[config.mk]
export PLATFORM = sky130hd
export DESIGN_NAME = raw_stress_top
export DESIGN_NICKNAME = d
export VERILOG_FILES = /design/src/rtl/rsg_pkg.sv /design/src/rtl/rsg_loop_ctl.sv /design/src/rtl/rsg_addr_gen.sv /design/src/rtl/rsg_data_seq.sv /design/src/rtl/rsg_trace_chk.sv /design/src/rtl/raw_stress_top.sv
export SDC_FILE = /design/constraint.sdc
export NUM_CORES = 2
export LEC_CHECK = 0
export BUFFER_PORTS_ARGS = -buffer_cell sky130_fd_sc_hd__buf_2
export CAP_MARGIN = 20
export CORE_ASPECT_RATIO = 0.5
export CORE_MARGIN = 3
export CORE_UTILIZATION = 59
export CTS_BUF_LIST = sky130_fd_sc_hd__clkbuf_4
export CTS_CLUSTER_SIZE = 20
export DETAILED_ROUTE_END_ITERATION = 8
export PLACE_DENSITY_LB_ADDON = 0.1
export RECOVER_POWER = 25
export SLEW_MARGIN = 30
export SYNTH_ARGS = -nofsm -noshare
export SYNTH_HDL_FRONTEND = slang
export SYNTH_HIERARCHICAL = 1
export SYNTH_SLANG_ARGS = --single-unit
[constraint.sdc]
create_clock -name clk -period 3.1 [get_ports clk]
set_clock_uncertainty 0.1 [all_clocks]
set_input_delay 0.465 -clock clk [delete_from_list [all_inputs] [get_ports clk]]
set_output_delay 0.465 -clock clk [all_outputs]
set_load 0.01 [all_outputs]
[src/rtl/rsg_pkg.sv]
package rsg_pkg;

    localparam int ADDR_W   = 8;
    localparam int PRI_W    = 2 * ADDR_W;
    localparam int SEED_W   = ADDR_W;
    localparam int DATA_W   = 16;
    localparam int FORCE_W  = 3;
    localparam logic [FORCE_W-1:0] FORCE_PAT = 3'b101;

    typedef enum logic {
        PH_CAPTURE = 1'b0,
        PH_REPLAY  = 1'b1
    } phase_e;

    function automatic logic [PRI_W-1:0] pri_step(input logic [PRI_W-1:0] s);
        return {s[PRI_W-2:0], s[15] ^ s[13] ^ s[12] ^ s[10]};
    endfunction

    function automatic logic [SEED_W-1:0] seed_step(input logic [SEED_W-1:0] s);
        return {s[SEED_W-2:0], s[7] ^ s[5] ^ s[4] ^ s[3]};
    endfunction

    function automatic logic [DATA_W-1:0] data_step(input logic [DATA_W-1:0] s);
        return {s[DATA_W-2:0], s[15] ^ s[14] ^ s[12] ^ s[3]};
    endfunction

endpackage

[src/rtl/rsg_loop_ctl.sv]
module rsg_loop_ctl
    import rsg_pkg::*;
#(
    parameter int TRACE_LEN = 256,
    localparam int IDX_W = (TRACE_LEN > 1) ? $clog2(TRACE_LEN) : 1
) (
    input  logic             clk,
    input  logic             rst_n,
    output logic             wrap_o,
    output phase_e           phase_o,
    output logic [IDX_W-1:0] idx_o
);

    localparam logic [IDX_W-1:0] LAST_IDX = IDX_W'(TRACE_LEN - 1);

    typedef struct packed {
        logic [IDX_W-1:0] idx;
        phase_e           ph;
    } ctl_t;

    ctl_t st_d, st_q;
    logic at_last;

    always_comb begin
        st_d    = st_q;
        at_last = (st_q.idx == LAST_IDX);
        if (at_last) begin
            st_d.idx = '0;
            st_d.ph  = (st_q.ph == PH_CAPTURE) ? PH_REPLAY : PH_CAPTURE;
        end else begin
            st_d.idx = st_q.idx + 1'b1;
        end
    end

    always_ff @(posedge clk) begin
        if (!rst_n) begin
            st_q <= '{idx: '0, ph: PH_CAPTURE};
        end else begin
            st_q <= st_d;
        end
    end

    assign wrap_o  = at_last;
    assign phase_o = st_q.ph;
    assign idx_o   = st_q.idx;

    // position within a phase stays inside the trace length
    p_idx_range_r4: assert property (@(posedge clk) disable iff (!rst_n)
        32'(st_q.idx) < TRACE_LEN);

    // phase flips exactly when a phase completes
    p_phase_flip_r4: assert property (@(posedge clk) disable iff (!rst_n)
        wrap_o |=> (phase_o != $past(phase_o)));

    p_phase_hold_r4: assert property (@(posedge clk) disable iff (!rst_n)
        !wrap_o |=> $stable(phase_o));

endmodule

[src/rtl/rsg_addr_gen.sv]
module rsg_addr_gen
    import rsg_pkg::*;
#(
    parameter logic [SEED_W-1:0] S0 = 8'h5A
) (
    input  logic              clk,
    input  logic              rst_n,
    input  logic              wrap_i,
    input  phase_e            phase_i,
    output logic [ADDR_W-1:0] wr_addr_o,
    output logic [ADDR_W-1:0] rd_addr_o
);

    typedef struct packed {
        logic [PRI_W-1:0]  pri;
        logic [PRI_W-1:0]  base;
        logic [SEED_W-1:0] seed;
    } agen_t;

    agen_t st_d, st_q;
    logic  force_hit;

    always_comb begin
        st_d = st_q;
        if (wrap_i) begin
            if (phase_i == PH_CAPTURE) begin
                st_d.pri = st_q.base;
            end else begin
                st_d.pri  = {st_q.seed, st_q.seed};
                st_d.base = {st_q.seed, st_q.seed};
                st_d.seed = seed_step(st_q.seed);
            end
        end else begin
            st_d.pri = pri_step(st_q.pri);
        end
    end

    always_ff @(posedge clk) begin
        if (!rst_n) begin
            st_q <= '{pri: {S0, S0}, base: {S0, S0}, seed: seed_step(S0)};
        end else begin
            st_q <= st_d;
        end
    end

    assign force_hit = (st_q.pri[FORCE_W-1:0] == FORCE_PAT);
    assign wr_addr_o = st_q.pri[PRI_W-1:ADDR_W];
    assign rd_addr_o = force_hit ? st_q.pri[PRI_W-1:ADDR_W] : st_q.pri[ADDR_W-1:0];

    // address sequence never falls into the all-zero lock state
    p_pri_nonzero_r1: assert property (@(posedge clk) disable iff (!rst_n)
        st_q.pri != '0);

    // replay starts from the same state as the capture it repeats
    p_rewind_r4: assert property (@(posedge clk) disable iff (!rst_n)
        (wrap_i && phase_i == PH_CAPTURE) |=> (st_q.pri == $past(st_q.base)));

    // end of loop reloads from the seed LFSR
    p_reseed_r5: assert property (@(posedge clk) disable iff (!rst_n)
        (wrap_i && phase_i == PH_REPLAY) |=> (st_q.pri == {$past(st_q.seed), $past(st_q.seed)}));

    // seed LFSR moves only at the end of a loop
    p_seed_hold_r5: assert property (@(posedge clk) disable iff (!rst_n)
        !(wrap_i && phase_i == PH_REPLAY) |=> $stable(st_q.seed));

endmodule

[src/rtl/rsg_data_seq.sv]
module rsg_data_seq
    import rsg_pkg::*;
#(
    parameter logic [DATA_W-1:0] DATA_SEED = 16'hACE1
) (
    input  logic              clk,
    input  logic              rst_n,
    input  logic              wrap_i,
    output logic [DATA_W-1:0] data_o
);

    typedef struct packed {
        logic [DATA_W-1:0] val;
    } dseq_t;

    dseq_t st_d, st_q;

    always_comb begin
        st_d = st_q;
        if (wrap_i) begin
            st_d.val = DATA_SEED;
        end else begin
            st_d.val = data_step(st_q.val);
        end
    end

    always_ff @(posedge clk) begin
        if (!rst_n) begin
            st_q <= '{val: DATA_SEED};
        end else begin
            st_q <= st_d;
        end
    end

    assign data_o = st_q.val;

    // each phase begins from the data seed
    p_restart_r3: assert property (@(posedge clk) disable iff (!rst_n)
        wrap_i |=> (data_o == DATA_SEED));

    p_nonzero_r3: assert property (@(posedge clk) disable iff (!rst_n)
        data_o != '0);

endmodule

[src/rtl/rsg_trace_chk.sv]
module rsg_trace_chk
    import rsg_pkg::*;
#(
    parameter int TRACE_LEN = 256,
    localparam int IDX_W = (TRACE_LEN > 1) ? $clog2(TRACE_LEN) : 1
) (
    input  logic              clk,
    input  logic              rst_n,
    input  logic [IDX_W-1:0]  idx_i,
    input  phase_e            phase_i,
    input  logic [DATA_W-1:0] rd_data_i,
    output logic              err_o
);

    typedef struct packed {
        logic             vld;
        phase_e           ph;
        logic [IDX_W-1:0] idx;
        logic             err;
    } chk_t;

    chk_t st_d, st_q;
    logic [DATA_W-1:0] trace_mem [TRACE_LEN];
    logic [DATA_W-1:0] stored;
    logic              cap_wr;
    logic              mismatch;

    always_comb begin
        stored   = trace_mem[st_q.idx];
        cap_wr   = st_q.vld && (st_q.ph == PH_CAPTURE);
        mismatch = st_q.vld && (st_q.ph == PH_REPLAY) && (rd_data_i != stored);
        st_d     = st_q;
        st_d.vld = 1'b1;
        st_d.ph  = phase_i;
        st_d.idx = idx_i;
        st_d.err = st_q.err | mismatch;
    end

    always_ff @(posedge clk) begin
        if (!rst_n) begin
            st_q <= '{vld: 1'b0, ph: PH_CAPTURE, idx: '0, err: 1'b0};
        end else begin
            st_q <= st_d;
        end
    end

    always_ff @(posedge clk) begin
        if (cap_wr) begin
            trace_mem[st_q.idx] <= rd_data_i;
        end
    end

    assign err_o = st_q.err;

    // flag is sticky until reset
    p_err_sticky_r8: assert property (@(posedge clk) disable iff (!rst_n)
        err_o |=> err_o);

    // flag only rises after a replay-phase comparison
    p_err_cause_r7: assert property (@(posedge clk) disable iff (!rst_n)
        $rose(err_o) |-> ($past(st_q.vld) && $past(st_q.ph) == PH_REPLAY));

endmodule

[src/rtl/raw_stress_top.sv]
module raw_stress_top
    import rsg_pkg::*;
#(
    parameter int                TRACE_LEN = 256,
    parameter logic [7:0]        S0        = 8'h5A,
    parameter logic [15:0]       DATA_SEED = 16'hACE1
) (
    input  logic        clk,
    input  logic        rst_n,
    output logic [7:0]  wr_addr_o,
    output logic [15:0] wr_data_o,
    output logic [7:0]  rd_addr_o,
    output logic        ref_phase_o,
    input  logic [15:0] rd_data_i,
    output logic        err_o
);

    localparam int IDX_W = (TRACE_LEN > 1) ? $clog2(TRACE_LEN) : 1;

    logic             wrap;
    phase_e           phase;
    logic [IDX_W-1:0] idx;

    rsg_loop_ctl #(.TRACE_LEN(TRACE_LEN)) u_ctl (
        .clk     (clk),
        .rst_n   (rst_n),
        .wrap_o  (wrap),
        .phase_o (phase),
        .idx_o   (idx)
    );

    rsg_addr_gen #(.S0(S0)) u_agen (
        .clk       (clk),
        .rst_n     (rst_n),
        .wrap_i    (wrap),
        .phase_i   (phase),
        .wr_addr_o (wr_addr_o),
        .rd_addr_o (rd_addr_o)
    );

    rsg_data_seq #(.DATA_SEED(DATA_SEED)) u_dseq (
        .clk    (clk),
        .rst_n  (rst_n),
        .wrap_i (wrap),
        .data_o (wr_data_o)
    );

    rsg_trace_chk #(.TRACE_LEN(TRACE_LEN)) u_chk (
        .clk       (clk),
        .rst_n     (rst_n),
        .idx_i     (idx),
        .phase_i   (phase),
        .rd_data_i (rd_data_i),
        .err_o     (err_o)
    );

    assign ref_phase_o = (phase == PH_REPLAY);

endmodule

; Yosys cells after proc, flatten, opt, wreduce, memory -nomap -nowiden
; Memory sizes are Yosys's and may differ from the RTL's. A register that Yosys moved wholly into a read port is not among the register bits.
; Index checks and enable logic that the tools add are counted.
; W data, S select, Z words.
[totals]
input_bits = 18
ff_bits = 76
word_cells = 40
mem_bits_rw = 4096
n_memories = 1
[classes]
addsub = 1
n_bitwise = 12
n_mux = 8
n_eq_ne = 3
n_reduce_logical = 5
[memory_table]
columns = name, words, width, read_ports, rd_ports_with_merged_regs, write_ports, line_no
row1 = u_chk.trace_mem, 256, 16, 1, 1, 1, rsg_trace_chk.sv:23  ; logic [DATA_W-1:0] trace_mem [TRACE_LEN];
[op_table]
columns = op, count
row1 = $mux W16, 2
row2 = $mux W8, 2
row3 = $ne A16 B16 Y1, 1
row4 = $mux W11, 1
row5 = $xor A1 B1 Y1, 9
row6 = $add A8 B1 Y8 const B, 1
row7 = $eq A8 B8 Y1 const B, 1
row8 = $eq A3 B3 Y1 const B, 1
row9 = $logic_and A1 B1 Y1, 3
row10 = $mux W1, 3
row11 = $not A1 Y1, 2
row12 = $reduce_and A2 Y1, 1
row13 = $reduce_or A2 Y1, 1
row14 = $or A1 B1 Y1, 1

; Logic depth before layout (Yosys ltp)
[logic_depth]
depth_word = 4
mapped_depth = 17
mapped_depth_nobuf = 10

; By module
; The synthesis kept the hierarchy.
[by_module_without_submodules]
columns = module, seq_area_each_um2, cells_per_inst, n_inst, area_each_um2
row1 = rsg_trace_chk, 123218.2, 7451, 1, 158105.4
row2 = rsg_addr_gen, 500.5, 124, 1, 1242.4
row3 = rsg_data_seq, 320.3, 37, 1, 478.0
row4 = rsg_loop_ctl, 180.2, 43, 1, 395.4

; Worst setup path after synthesis
; OpenSTA, ideal clock, no wires.
[synth_path]
kind = flip-flop to flip-flop
from = reg, netlist name u_chk/st_q[2]
to = reg u_chk.st_q, in the netlist u_chk/err_o
setup_ps = 126
arrival_ps = 3185
synth_period_minus_slack_ps = 3411
path_stages_with_launch = 14
t_required_ps = 2874
path_slack_ps = -311
n_path_buf = 4
path_cell_list = dfxtp_1 buf_2 buf_2 clkbuf_1 clkbuf_1 mux4_2 a22oi_1 nand4_1 nor4_1 o221ai_1 a211oi_2 nand3b_1 a2111oi_2 a21oi_1
[synth_rtl]
columns = item, line_no
row1 = to (signal assigned), rsg_trace_chk.sv:41  ; st_q <= '{vld: 1'b0, ph: PH_CAPTURE, idx: '0, err: 1'b0};
row2 = to (signal assigned), rsg_trace_chk.sv:43  ; st_q <= st_d;
row3 = to (decl), rsg_trace_chk.sv:22  ; chk_t st_d, st_q;

==> flow_summary.toml <==
[status]
outcome = "complete, but fails checks"
violations = "max-capacitance violations, max-slew violations, negative setup slack"

[synth]
synth_edf_count = 4096
netlist_area_sq_um = 160000
synth_largest_area_cell = "edfxtp_1"
synth.most_common_cell = "edfxtp_1"
syn-num-nets = 7674
yosysUniqueCellTypes = 100
synth_seq_cells = 4157
yosysSeqAreaShare = 0.775
syn_inst = 7655
yosys_warnings = 6
synth_ff_type = "edfxtp_1"
synth.area.top_cells = "edfxtp_1 (77%), mux4_2 (11%), mux2i_1 (3.7%)"
ys_async_sr_fraction = 0
synthTopCellsByCount = "edfxtp_1 (4096), mux4_2 (758), mux2i_1 (595)"
synth_top_area_share = 0.768
syn_avg_cell_area_sq_um = 20.9

[detailed_routing]
highest_layer = "met5"
dr.pass1.iters = 6
drc = 0
dr_wl_met3_mm = 78.5
wl_met1_mm = 182
wire_per_inst_microns = 35.6
wl_mm = 488
viasPerCell = 6.70
drt_iter0_drc = 15500
wl_met2_mm = 212
via_count = 91900
ant_nets = 0

[sta]
finalCriticalPeriod_ps = 4190
rsz0062_at_grt = "true"
fmax_ghz = 0.239
slew_viol_final = 1842
hold_ws_ps = 91.2
post-route-period-util = 1.35
worst_slack_ps = -1090
hold_viol = 0
worst_slew_margin_rel = -1.26
tightestPinTransition_ps = 3390
setup_viol = 150

[flow_run]
drv.max_cap_violation_count = 27

[worst_setup_path]
r2r_setup_slack_ps = -1090
crit_type = "reg -> reg"
critPathLaunchType = "flop"
cp-endpoint = "u_chk/err_o"
critPathTopFamily = "compound AO/OA/AOI/OAI gates"
path_max_fanout = 15
worstPathArrival_ps = 5390
slowest_stage = "dfxtp_4"
slowest_delay_ps = 610
critical_path_depth = 15
path_cells = "buf_4, nand3b_1, nor2_2, buf_12, a22oi_2, buf_6, and4_1, nand4_1, buf_4, a2111oi_4, buf_4, a31oi_1, xor2_2, a2111oi_4, a21oi_2"
reg2reg_depth = 15
crit_buf_inv = 5
required_ps = 4300
reg2reg_from = "u_chk/st_q[5]"
startpoint = "u_chk/st_q[5]"
r2r_end = "u_chk/err_o"
crit_top_cell = "buf_4"
end_kind = "flop"

[grt]
grtUsageTotal = 0.350
grt_max_degree = 165
overflow = 0
grt_pass1_vias = 90300
grt_pass1_wl_mm = 680
antenna_found_initial = 36

[cells_and_area]
nets = 9489
final_area_sq_um = 190000
fillers = 16400
syn2layout_area_growth_pct = 18.7
drive_gt1_frac = 0.377
finalNonFillerCells = 13700

[placement]
place.gp.congestion = 0.931
placed_area_sq_um = 177000
dp.cells = 12100
io_buffers = 51
post-dp-hpwl_mm = 306

[floorplanning]
core_area_sq_um = 268000
start_util = 0.597
io_pins = 52
die_w_microns = 743
chipHeight_microns = 374
rows = 134
dieArea_sq_um = 278000

[worst_hold_path]
min_path_type = "in -> reg"
holdCritStartpoint = "rd_data_i[3]"

[clock_network]
cts_tree = "done"
cts_max_path_buffers = 4
cts_num_sinks = 4157
htreeDepth = 6
cts_buffers = 873
clock_latency_ps = 1470
cts_root_buffer = "clkbuf_4"
clk_pin_slew_ps = 80

[power]
power_leakage_uw = 0.0616
p_per_area_nw_per_um2 = 576
ir_drop_mv = 0.315
## report_power, final
part           switching [uW]  total (uW)  leakage [uW]  internal [uW]
clock                   20900       41300       0.00658          20400
combinational            3930        6500        0.0177           2570
sequential               66.4       61900        0.0373          61800
## metal layers
metal  GRT usage  vias up
li1            -    36200
met1       0.517    47600
met2       0.496     7160
met3       0.127      887
met4       0.101       10
met5           0        -
## stage by stage
step | setup TNS (ps) | utilization | setup WS [ps] | power [uW]
finish | -15620 | 0.709 | -1090 | 110000
global route | -12170 | 0.709 | -1060 | 113000
CTS | -929 | 0.708 | -929 | 110000
detailed placement | -88570 | 0.661 | -1750 | 69000
global placement | -66240 | 0.661 | -2420 | 68900
floorplan | -329040 | - | -171 | 65800
## how the worst min path moves through the flow
stage | end | slack [ps] | cells past startpoint
floorplan | u_agen/st_q[31] | 330 | 1
CTS | u_chk/trace_mem[23][3] | 8 | 2
global route | u_chk/trace_mem[116][3] | 50 | 2
detailed placement | u_dseq/data_o[6] | 320 | 1
finish | u_chk/trace_mem[82][3] | 90 | 2
global placement | u_dseq/data_o[6] | 320 | 1
## flip-flops by register name (all words and copies together) (netlist names)
register / flops
u_ctl/phase_o: 1
u_chk/trace_mem: 4096
u_agen/st_q: 17
u_agen/wr_addr_o: 8
u_dseq/data_o: 16
u_ctl/idx_o: 8
u_chk/err_o: 1
u_chk/st_q: 10
## timing repair
action | CTS | global route
setup buffers | 30 | 14
pin swaps | 26 | 22
resized for setup | 131 | 80
setup endpoints to repair | 1618 | 339
cloned | 7 | 6
hold buffers | 39 | 0
hold endpoints to repair | 4086 | 0
## cell usage in the layout (no fill, tap or decap), types with 26 or more instances in the layout
cell,Yosys,layout
dlygate4sd3_1,0,30
nand3_1,149,145
buf_12,1,377
nor2_1,319,200
a21oi_1,83,77
mux2i_1,595,588
nand2_1,136,135
a221oi_1,56,49
edfxtp_1,4096,4096
dfxtp_1,61,50
nor2_2,1,116
mux2_2,38,37
o22ai_1,90,89
nand4_1,38,38
o21ai_0,53,47
a22oi_1,298,290
clkbuf_4,1,1325
a31oi_1,31,26
buf_2,94,35
mux4_2,758,758
clkinv_1,1,122
a22o_1,39,33
buf_4,78,845
## cell type report
cell class,count,area (sq um),share of cell area
diodes,17,42.5,0.000224
clock buffers,1324,9940,0.0523
clock inverters,170,1060,0.00558
inverters,13,55.1,0.000289
multi-input cells,3026,34400,0.181
flip-flops and latches,4157,124000,0.653
well taps,3604,4510,0.0237
repair buffers,1399,16000,0.0841
## cell families after synthesis
family / count (synthesis) / synth area share
adders and majority gates: 1 / 0.0000781
xor gates and xnor gates: 23 / 0.00126
and+or+nand+nor: 816 / 0.0247
AOI/OAI and AO/OA: 790 / 0.0357
buffers and inverters: 472 / 0.0161
DFF: 4157 / 0.775
muxes: 1396 / 0.147
No activity file was read; power rests on OpenSTA's default activity.
